==> src/rtl/banked_irq_pkg.sv <==
`timescale 1ns/1ps
// Shared definitions for the banked level interrupt mask controller.
// Assumes sources are grouped in 32-bit words.
package banked_irq_pkg;
    localparam int SRC_PER_WORD = 32;

    // Register kind; the numeric value is the group index in the address map.
    typedef enum logic [1:0] {
        KIND_LEVEL  = 2'd0,
        KIND_MSTAT  = 2'd1,
        KIND_MSET   = 2'd2,
        KIND_MCLR   = 2'd3
    } reg_kind_e;

    typedef logic [SRC_PER_WORD-1:0] word_t;
endpackage

==> src/rtl/birq_addr_decode.sv <==
`timescale 1ns/1ps
// Splits a byte offset into register kind and word index.
// Assumes the map groups all words of one kind together; bits [1:0] ignored.
module birq_addr_decode #(
    parameter int N_WORDS = 2,
    parameter int ADDR_W  = 8,
    localparam int WORD_IDX_W = (N_WORDS > 1) ? $clog2(N_WORDS) : 1
) (
    input  logic [ADDR_W-1:0]          addr,
    output banked_irq_pkg::reg_kind_e  kind,
    output logic [WORD_IDX_W-1:0]      word,
    output logic                       hit
);
    localparam int SPAN_BYTES = N_WORDS * 16;

    int unsigned idx;
    logic        unused_lo;

    assign unused_lo = ^addr[1:0];

    // Purpose: derive word index, kind and range hit from the offset.
    always_comb begin
        idx  = 32'(addr[ADDR_W-1:2]);
        hit  = (32'(addr) < SPAN_BYTES);
        kind = banked_irq_pkg::reg_kind_e'(2'(idx / 32'(N_WORDS)));
        word = WORD_IDX_W'(idx % 32'(N_WORDS));
    end
endmodule

==> src/rtl/birq_mask_bank.sv <==
`timescale 1ns/1ps
// One bank: mask storage for every word plus the registered request.
// Assumes at most one set or clear per cycle; if both hit a bit, set wins.
module birq_mask_bank #(
    parameter int N_WORDS = 2,
    localparam int WORD_IDX_W = (N_WORDS > 1) ? $clog2(N_WORDS) : 1,
    localparam int SRC_W = N_WORDS * banked_irq_pkg::SRC_PER_WORD
) (
    input  logic                   clk,
    input  logic                   rst_n,
    input  logic [SRC_W-1:0]       src_lvl,
    input  logic                   set_en,
    input  logic                   clr_en,
    input  logic [WORD_IDX_W-1:0]  word_sel,
    input  banked_irq_pkg::word_t  bits,
    output logic [SRC_W-1:0]       mask_o,
    output logic                   irq_o
);
    localparam int WB = banked_irq_pkg::SRC_PER_WORD;

    for (genvar w = 0; w < N_WORDS; w++) begin : g_word
        banked_irq_pkg::word_t mask_q;
        banked_irq_pkg::word_t set_bits;
        banked_irq_pkg::word_t clr_bits;

        // Purpose: select the write data only for the addressed word.
        always_comb begin
            set_bits = (set_en && (32'(word_sel) == w)) ? bits : '0;
            clr_bits = (clr_en && (32'(word_sel) == w)) ? bits : '0;
        end

        // Purpose: hold mask bits; reset masks every source.
        always_ff @(posedge clk) begin
            if (!rst_n) mask_q <= '1;
            else        mask_q <= (mask_q & ~clr_bits) | set_bits;
        end

        assign mask_o[w*WB +: WB] = mask_q;
    end

    // Purpose: register the OR of all unmasked pending sources.
    always_ff @(posedge clk) begin
        if (!rst_n) irq_o <= 1'b0;
        else        irq_o <= |(src_lvl & ~mask_o);
    end
endmodule

==> src/rtl/birq_read_mux.sv <==
`timescale 1ns/1ps
// Read path for the addressed bank; set and clear words read as zero.
// Assumes the caller has already selected that bank's mask vector.
module birq_read_mux #(
    parameter int N_WORDS = 2,
    localparam int WORD_IDX_W = (N_WORDS > 1) ? $clog2(N_WORDS) : 1,
    localparam int SRC_W = N_WORDS * banked_irq_pkg::SRC_PER_WORD
) (
    input  banked_irq_pkg::reg_kind_e  kind,
    input  logic [WORD_IDX_W-1:0]      word,
    input  logic                       valid,
    input  logic [SRC_W-1:0]           src_lvl,
    input  logic [SRC_W-1:0]           bank_mask,
    output banked_irq_pkg::word_t      rdata
);
    localparam int WB = banked_irq_pkg::SRC_PER_WORD;

    // Purpose: pick the live level or mask word, zero otherwise.
    always_comb begin
        rdata = '0;
        if (valid) begin
            case (kind)
                banked_irq_pkg::KIND_LEVEL: rdata = src_lvl[32'(word)*WB +: WB];
                banked_irq_pkg::KIND_MSTAT: rdata = bank_mask[32'(word)*WB +: WB];
                default:                    rdata = '0;
            endcase
        end
    end
endmodule

==> src/rtl/banked_irq_mask_ctrl.sv <==
`timescale 1ns/1ps
// Top: per-CPU banks of mask bits over shared level sources, one request
// per bank. Assumes single-cycle writes and side-effect free reads.
module banked_irq_mask_ctrl #(
    parameter int N_WORDS = 2,
    parameter int N_BANKS = 2,
    parameter int ADDR_W  = 8,
    localparam int BANK_IDX_W = (N_BANKS > 1) ? $clog2(N_BANKS) : 1,
    localparam int SRC_W = N_WORDS * banked_irq_pkg::SRC_PER_WORD
) (
    input  logic                   clk,
    input  logic                   rst_n,
    input  logic [SRC_W-1:0]       src_lvl,
    input  logic                   bus_wr,
    input  logic [BANK_IDX_W-1:0]  bus_bank,
    input  logic [ADDR_W-1:0]      bus_addr,
    input  logic [31:0]            bus_wdata,
    output logic [31:0]            bus_rdata,
    output logic [N_BANKS-1:0]     irq_req
);
    localparam int WORD_IDX_W = (N_WORDS > 1) ? $clog2(N_WORDS) : 1;

    banked_irq_pkg::reg_kind_e  kind;
    logic [WORD_IDX_W-1:0]      word;
    logic                       hit;
    logic                       bank_ok;
    logic [BANK_IDX_W-1:0]      bank_idx;
    logic [N_BANKS*SRC_W-1:0]   mask_all;
    logic [SRC_W-1:0]           sel_mask;

    birq_addr_decode #(.N_WORDS(N_WORDS), .ADDR_W(ADDR_W)) dec_i (
        .addr (bus_addr),
        .kind (kind),
        .word (word),
        .hit  (hit)
    );

    // Purpose: qualify the bank select and pick that bank's mask.
    always_comb begin
        bank_ok  = (32'(bus_bank) < N_BANKS);
        bank_idx = bank_ok ? bus_bank : '0;
        sel_mask = mask_all[32'(bank_idx)*SRC_W +: SRC_W];
    end

    for (genvar b = 0; b < N_BANKS; b++) begin : g_bank
        logic sel;
        assign sel = bus_wr && hit && bank_ok && (32'(bus_bank) == b);

        birq_mask_bank #(.N_WORDS(N_WORDS)) bank_i (
            .clk      (clk),
            .rst_n    (rst_n),
            .src_lvl  (src_lvl),
            .set_en   (sel && (kind == banked_irq_pkg::KIND_MSET)),
            .clr_en   (sel && (kind == banked_irq_pkg::KIND_MCLR)),
            .word_sel (word),
            .bits     (bus_wdata),
            .mask_o   (mask_all[b*SRC_W +: SRC_W]),
            .irq_o    (irq_req[b])
        );
    end

    birq_read_mux #(.N_WORDS(N_WORDS)) rd_i (
        .kind      (kind),
        .word      (word),
        .valid     (hit && bank_ok),
        .src_lvl   (src_lvl),
        .bank_mask (sel_mask),
        .rdata     (bus_rdata)
    );
endmodule

==> config.mk <==
export PLATFORM = sky130hd
export DESIGN_NAME = banked_irq_mask_ctrl
export DESIGN_NICKNAME = d
export VERILOG_FILES = /design/src/rtl/banked_irq_pkg.sv /design/src/rtl/birq_addr_decode.sv /design/src/rtl/birq_mask_bank.sv /design/src/rtl/birq_read_mux.sv /design/src/rtl/banked_irq_mask_ctrl.sv
export SDC_FILE = /design/constraint.sdc
export NUM_CORES = 1
export LEC_CHECK = 0
export BUFFER_PORTS_ARGS = -buffer_cell sky130_fd_sc_hd__buf_2
export CORE_MARGIN = 5
export CORE_UTILIZATION = 60
export CTS_CLUSTER_SIZE = 10
export DETAILED_ROUTE_END_ITERATION = 8
export GPL_TIMING_DRIVEN = 1
export PLACE_DENSITY = 0.9
export SYNTH_ARGS = -nofsm -noshare
export SYNTH_HDL_FRONTEND = slang
export SYNTH_SLANG_ARGS = --single-unit
==> constraint.sdc <==
create_clock -name clk -period 3.15 [get_ports clk]
set_input_delay 0.315 -clock clk [delete_from_list [all_inputs] [get_ports clk]]
set_output_delay 0.315 -clock clk [all_outputs]
set_load 0.05 [all_outputs]
==> results of run 1 <==
-- flip-flops by register name, indices dropped and copies added (netlist names) --
signal and count:
g_bank.bank_i.irq_o 2, g_bank.bank_i.g_word.mask_q 128
-- layout by cell type, fill, tap and decap left out --
master,instances
or3_4,2
or4b_4,1
nand2_1,385
nand4_1,4
nor2_1,44
buf_4,13
buf_12,8
clkbuf_8,8
clkbuf_16,17
bufinv_16,1
o2111ai_1,4
or4_1,1
nand2b_1,14
clkinv_2,2
o22ai_1,56
mux2i_1,32
inv_1,66
nor3_1,4
mux4_2,32
dfxtp_1,130
a211oi_1,32
o31a_1,2
nor3_4,2
nor4_4,4
nand3_1,130
nor2_2,2
nand2_2,1
clkbuf_1,4
nor4_1,6
diode_2,2
buf_2,137
-- per-stage QoR --
step | hold slack, ps | util
6_report | 209 | 0.714
5_1_grt | 217 | 0.714
4_1_cts | 200 | 0.714
3_5_place_dp | 475 | 0.666
3_3_place_gp | 460 | 0.666
2_1_floorplan | 447 | -
-- final cells by class --
type                    count  area [sq um]
multi-input cells         758          4300
fillers                   944          3570
flip-flops and latches    130          2600
repair buffers            158           943
clock buffers              29           551
inverters                  66           248
well taps                 172           215
clock inverters             3          40.0
diodes                      2          5.00
-- power by group through the flow --
stage	clock network (mW)	registers, mW	logic (mW)
detailed placement	0	1.69	0.391
floorplan	0	1.69	0.246
global route	2.02	1.65	0.429
finish	1.96	1.65	0.406
global placement	0	1.69	0.384
CTS	1.95	1.65	0.394
-- logic make-up after synthesis --
group / Yosys count / synth area share
mux: 64 / 0.138
compound gates: 94 / 0.0851
simple gates: 600 / 0.341
buf+inv: 160 / 0.0924
flops: 130 / 0.344
-- per-layer routing --
layer	GRT usage	wire length, um	vias to the layer above	part of all wire
met5	0	0	-	0
met4	0.219	2070	0	0.076
met1	0.463	9230	3832	0.34
met2	0.557	11500	797	0.43
met3	0.108	4240	197	0.16
li1	-	-	3686	-
-- worst min-delay path: stages --
cell and delay (ps):
buf_2 150, nand2_1 60, nand3_1 70
-- how the worst min path moves through the flow --
stage / startpoint / to / slack (ps) / cells past startpoint
6_report: bus_wdata[15] / g_bank[1].bank_i.g_word[0].mask_q[15] / 210 / 3
3_5_place_dp: g_bank[1].bank_i.g_word[1].mask_q[23] / g_bank[1].bank_i.g_word[1].mask_q[23] / 480 / 2
4_1_cts: bus_wdata[25] / g_bank[0].bank_i.g_word[1].mask_q[25] / 200 / 3
5_1_grt: bus_wdata[7] / g_bank[0].bank_i.g_word[0].mask_q[7] / 220 / 3
2_1_floorplan: g_bank[1].bank_i.g_word[0].mask_q[12] / g_bank[1].bank_i.g_word[0].mask_q[12] / 450 / 2
3_3_place_gp: g_bank[1].bank_i.g_word[0].mask_q[2] / g_bank[1].bank_i.g_word[0].mask_q[2] / 460 / 2
==> impl_metrics.toml, run 1 <==
[placement]
gp_congestion = 0.986
dpl.cell_count = 1284
dpl.hpwl_um = 18200
port_buffers = 139
pre_cts_ws_ps = 743
placed_area_sq_um = 8300

[drt]
drcViolationCount = 0
drt_wl_total_um = 27100
first_pass_iters = 7
vias = 8512
drt_iter0_markers = 1648
viasPerCell = 6.46
wire_per_inst_um = 20.6
final_antenna_net_count = 0

[synthesis]
yosys.cell_types.count = 25
ys_seq_elements = 130
synth_edf_count = 0
synthTopCellsByArea = "dfxtp_1 (34%), nand2_1 (19%), mux4_2 (9.5%), nand3_1 (8.6%), o22ai_1 (4.6%)"
synthesis.area_sq_um = 7560
synthCells = 1048
synthesis.nets = 1156
synthFlopType = "dfxtp_1"
post_synth.cell_area_avg_sq_um = 7.21
synthMostInstantiatedCell = "nand2_1"
synth_top_area_frac = 0.344
async_reset_ff_frac = 0
synth_common_cells = "nand2_1 (386), dfxtp_1 (130), nand3_1 (130)"
synth_largest_area_cell = "dfxtp_1"
yosys_warnings = 0
ys_seq_area_frac = 0.344

[setup_path]
path_depth = 5
endpoint_kind = "output pin"
cp_slowest_cell = "buf_2"
cp_data_arrival_time_ps = 2210
timing.rr.end = "g_bank[1].bank_i.irq_o"
worstSetupPathType = "input pin to output pin"
path_buf_inv = 2
cp_common_cell = "buf_2"
crit_end = "bus_rdata[12]"
path_delay_family = "buffers and inverters"
r2r_cells = 5
crit_chain = "buf_2 > mux4_2 > nor2_1 > a211oi_1 > buf_2"
r2r_start = "g_bank[1].bank_i.g_word[1].mask_q[23]"
start_kind = "input pin"
critPathLaunch = "bus_bank"
cpPeakStageDelay_ps = 690
cp_max_fo = 29
ff2ff_setup_slack_ps = 1520
cp.required_ps = 2830

[cts]
cts.sinks = 130
clockBufferDepth = 2
clk_latency_ps = 430
ctsResizeCount = 0
cts_buffers = 17
cts-root-buf = "clkbuf_16"
post_cts_buffers = 0
htreeDepth = 4
clk_pin_slew_ps = 50
cts_tree = "yes"
holdBufCountCts = 0

[cells_and_area]
drive_above_1_share = 0.201
fin_cells = 1318
nNetsFinal = 1239
final_area_sq_um = 8900
area_growth_pct = 17.7

[sta]
period_minus_slack_ps = 2530
fmax_mhz = 396
fin_skew_ps = 4.22
worst_pin_slew_ps = 914
fin_setup_tns_ps = 0
maxSlewViolCount = 0
setup_viol = 0
rsz0062_at_grt = "no"
timing.final.crit_share = 0.802
setup_ws_ps = 622
final_hold_viol_count = 0
relSlewSlack = 0.391

[flow_run]
cap_violations = 0

[grt]
gr-total-overflow = 0
grt_pass1_vias = 7988
grt_use_total = 0.367
grt_first_pass_wirelength_um = 42200
grt_max_degree = 81
antenna_found_initial = 2

[power]
p_sw_mw = 0.984
max-vdd-ir-drop_mv = 0.321
clkPwrFrac = 0.487
p_per_area_nw_per_um2 = 451
switching_share = 0.245
total_power_mw = 4.02
cellInternalPower_mw = 3.03
p_comb_frac = 0.101
p_seq_frac = 0.412
p_leak_nw = 4.14

[worst_hold_path]
holdCritPathClass = "input pin to register"

[floorplanning]
die_h_um = 122
num_rows = 41
core_region_area_sq_um = 12500
dieArea_sq_um = 14900
initial_utilization = 0.606
die_x_um = 122
ios = 142

[status]
status = "finished, final reports clean"
Power figures use the tool's default switching activity.
==> run 2, diff against run 1 <==
--- a/config.mk
+++ b/config.mk
@@ -7,11 +7,11 @@
 export LEC_CHECK = 0
 export BUFFER_PORTS_ARGS = -buffer_cell sky130_fd_sc_hd__buf_2
 export CORE_MARGIN = 5
-export CORE_UTILIZATION = 60
+export CORE_UTILIZATION = 51
 export CTS_CLUSTER_SIZE = 10
 export DETAILED_ROUTE_END_ITERATION = 8
 export GPL_TIMING_DRIVEN = 1
-export PLACE_DENSITY = 0.9
+export PLACE_DENSITY = 0.82
 export SYNTH_ARGS = -nofsm -noshare
 export SYNTH_HDL_FRONTEND = slang
 export SYNTH_SLANG_ARGS = --single-unit
==> constraint.sdc (replaced) <==
create_clock -name clk -period 2.3 [get_ports clk]
set_input_delay 0.23 -clock clk [delete_from_list [all_inputs] [get_ports clk]]
set_output_delay 0.23 -clock clk [all_outputs]
set_load 0.05 [all_outputs]
==> run 2 against run 1 <==
Effect of this change:
- first-iteration DRC count is 10% lower
- global-route usage is 5.6 points lower
- final area is 3.4% higher
- clock-buffer cell count is 6 lower
- worst setup slack worse by 410 ps
==> impl_metrics.toml, run 2 (synthesis results as in run 1) <==
[sta]
setup_viol = 0
fin_skew_ps = 6.24
fin_setup_tns_ps = 0
fmax_mhz = 479
period_minus_slack_ps = 2090
relSlewSlack = 0.592
timing.final.crit_share = 0.907
worst_pin_slew_ps = 613
maxSlewViolCount = 0
holdWs_ps = 115
rsz0062_at_grt = "no"
final_hold_viol_count = 0

[cells_and_area]
area_growth_pct = 21.7
largestRegisters = "g_bank.bank_i.g_word.mask_q x128, g_bank.bank_i.irq_o x2"
largest-register = "g_bank.bank_i.g_word.mask_q"
largest_reg_flops = 128
nNetsFinal = 1247
final_cell_mix = "nand2_1 (385), buf_2 (137), nand3_1 (130), dfxtp_1 (130), inv_1 (66)"
layout_commonest_cell = "nand2_1"
drive_above_1_share = 0.237

[drt]
first_pass_iters = 6
wire_per_inst_um = 20.8
drt_wl_total_um = 27800
drt_iter0_markers = 1478
drcViolationCount = 0
viasPerCell = 6.18
vias = 8262
final_antenna_net_count = 0

[floorplanning]
dieArea_sq_um = 17400
initial_utilization = 0.520
die_x_um = 132
num_rows = 44
ios = 142
die_h_um = 132
core_region_area_sq_um = 14500

[setup_path]
cp_max_fo = 32
cp_data_arrival_time_ps = 1860
worstSetupPathType = "input pin to output pin"
start_kind = "input pin"
cp.required_ps = 2070
cp_slowest_cell = "or4_2"
cpPeakStageDelay_ps = 700
endpoint_kind = "output pin"
cp_common_cell = "buf_2"
crit_chain = "buf_2 > or4_2 > buf_12 > a211oi_2 > buf_2"

[cts]
cts-root-buf = "clkbuf_16"
cts_tree = "yes"
clk_pin_slew_ps = 60
htreeDepth = 4
holdBufCountCts = 0
clockBufferDepth = 2
cts.sinks = 130
post_cts_buffers = 0
clk_latency_ps = 430
cts_buffers = 17
ctsResizeCount = 0

[placement]
gp_congestion = 1.02
port_buffers = 139
dpl.hpwl_um = 19600

[power]
p_comb_frac = 0.109
p_leak_nw = 4.22
max-vdd-ir-drop_mv = 0.515
switching_share = 0.261
cellInternalPower_mw = 4.05
clkPwrFrac = 0.478
p_seq_frac = 0.413
p_sw_mw = 1.43
p_per_area_nw_per_um2 = 596

[flow_run]
cap_violations = 0

[grt]
grt_pass1_vias = 7917
grt_use_total = 0.311
grt_max_degree = 53
grt_first_pass_wirelength_um = 42900
gr-total-overflow = 0
antenna_found_initial = 2

[worst_hold_path]
holdCritPathClass = "input pin to register"

[status]
status = "finished, final reports clean"
run 2: per-stage QoR:
step | util | worst slack [ps] | cell area (sq um) | cells | total power [mW]
2_1_floorplan | - | 53.6 | 7720 | 1048 | 2.67
3_3_place_gp | 0.594 | 236 | 8630 | 1304 | 2.88
3_5_place_dp | 0.594 | 236 | 8630 | 1304 | 2.90
4_1_cts | 0.633 | 231 | 9200 | 1336 | 5.47
5_1_grt | 0.633 | 153 | 9200 | 1337 | 5.61
6_report | 0.633 | 213 | 9200 | 1337 | 5.49
run 2: layout make-up:
type	instances	area, sq um
Clock inverter	9	80.1
Clock buffer	23	488
Sequential cell	130	2600
Fill cell	1263	5340
Tap cell	184	230
Multi-Input combinational cell	758	4460
Inverter	66	248
Timing Repair Buffer	166	1090
Antenna cell	1	2.50
run 2: power groups by stage:
stage                     combinational (mW)  sequential [mW]  clock, mW
after floorplan                        0.355             2.31          0
after global placement                 0.571             2.31          0
after detailed placement               0.584             2.31          0
after CTS                              0.586             2.26       2.61
after global routing                   0.630             2.26       2.72
final                                  0.599             2.26       2.62
run 2: critical path: cells and delay by family:
family	cells	cell delay, ps
AO/OA/AOI/OAI	1	250
buffers and inverters	3	640
AND/OR/NAND/NOR	1	700
run 2: metal layers:
metal  wire length, um  track usage  vias to the layer above
met4              1270        0.157                        2
met1             10000        0.385                     3803
met3              3700       0.0924                      120
li1                  -            -                     3692
met5                13            0                        -
met2             12800        0.495                      645
run 2: path summary, 6_finish.rpt:
path,start,endpoint,slack (ps),depth (start not counted)
max,bus_addr[4],bus_rdata[16],210,5
min,bus_wdata[27],g_bank[0].bank_i.g_word[0].mask_q[27],110,3
max reg2reg,g_bank[1].bank_i.g_word[1].mask_q[23],g_bank[1].bank_i.irq_o,670,5
min reg2reg,g_bank[1].bank_i.g_word[1].mask_q[17],g_bank[1].bank_i.g_word[1].mask_q[17],490,2
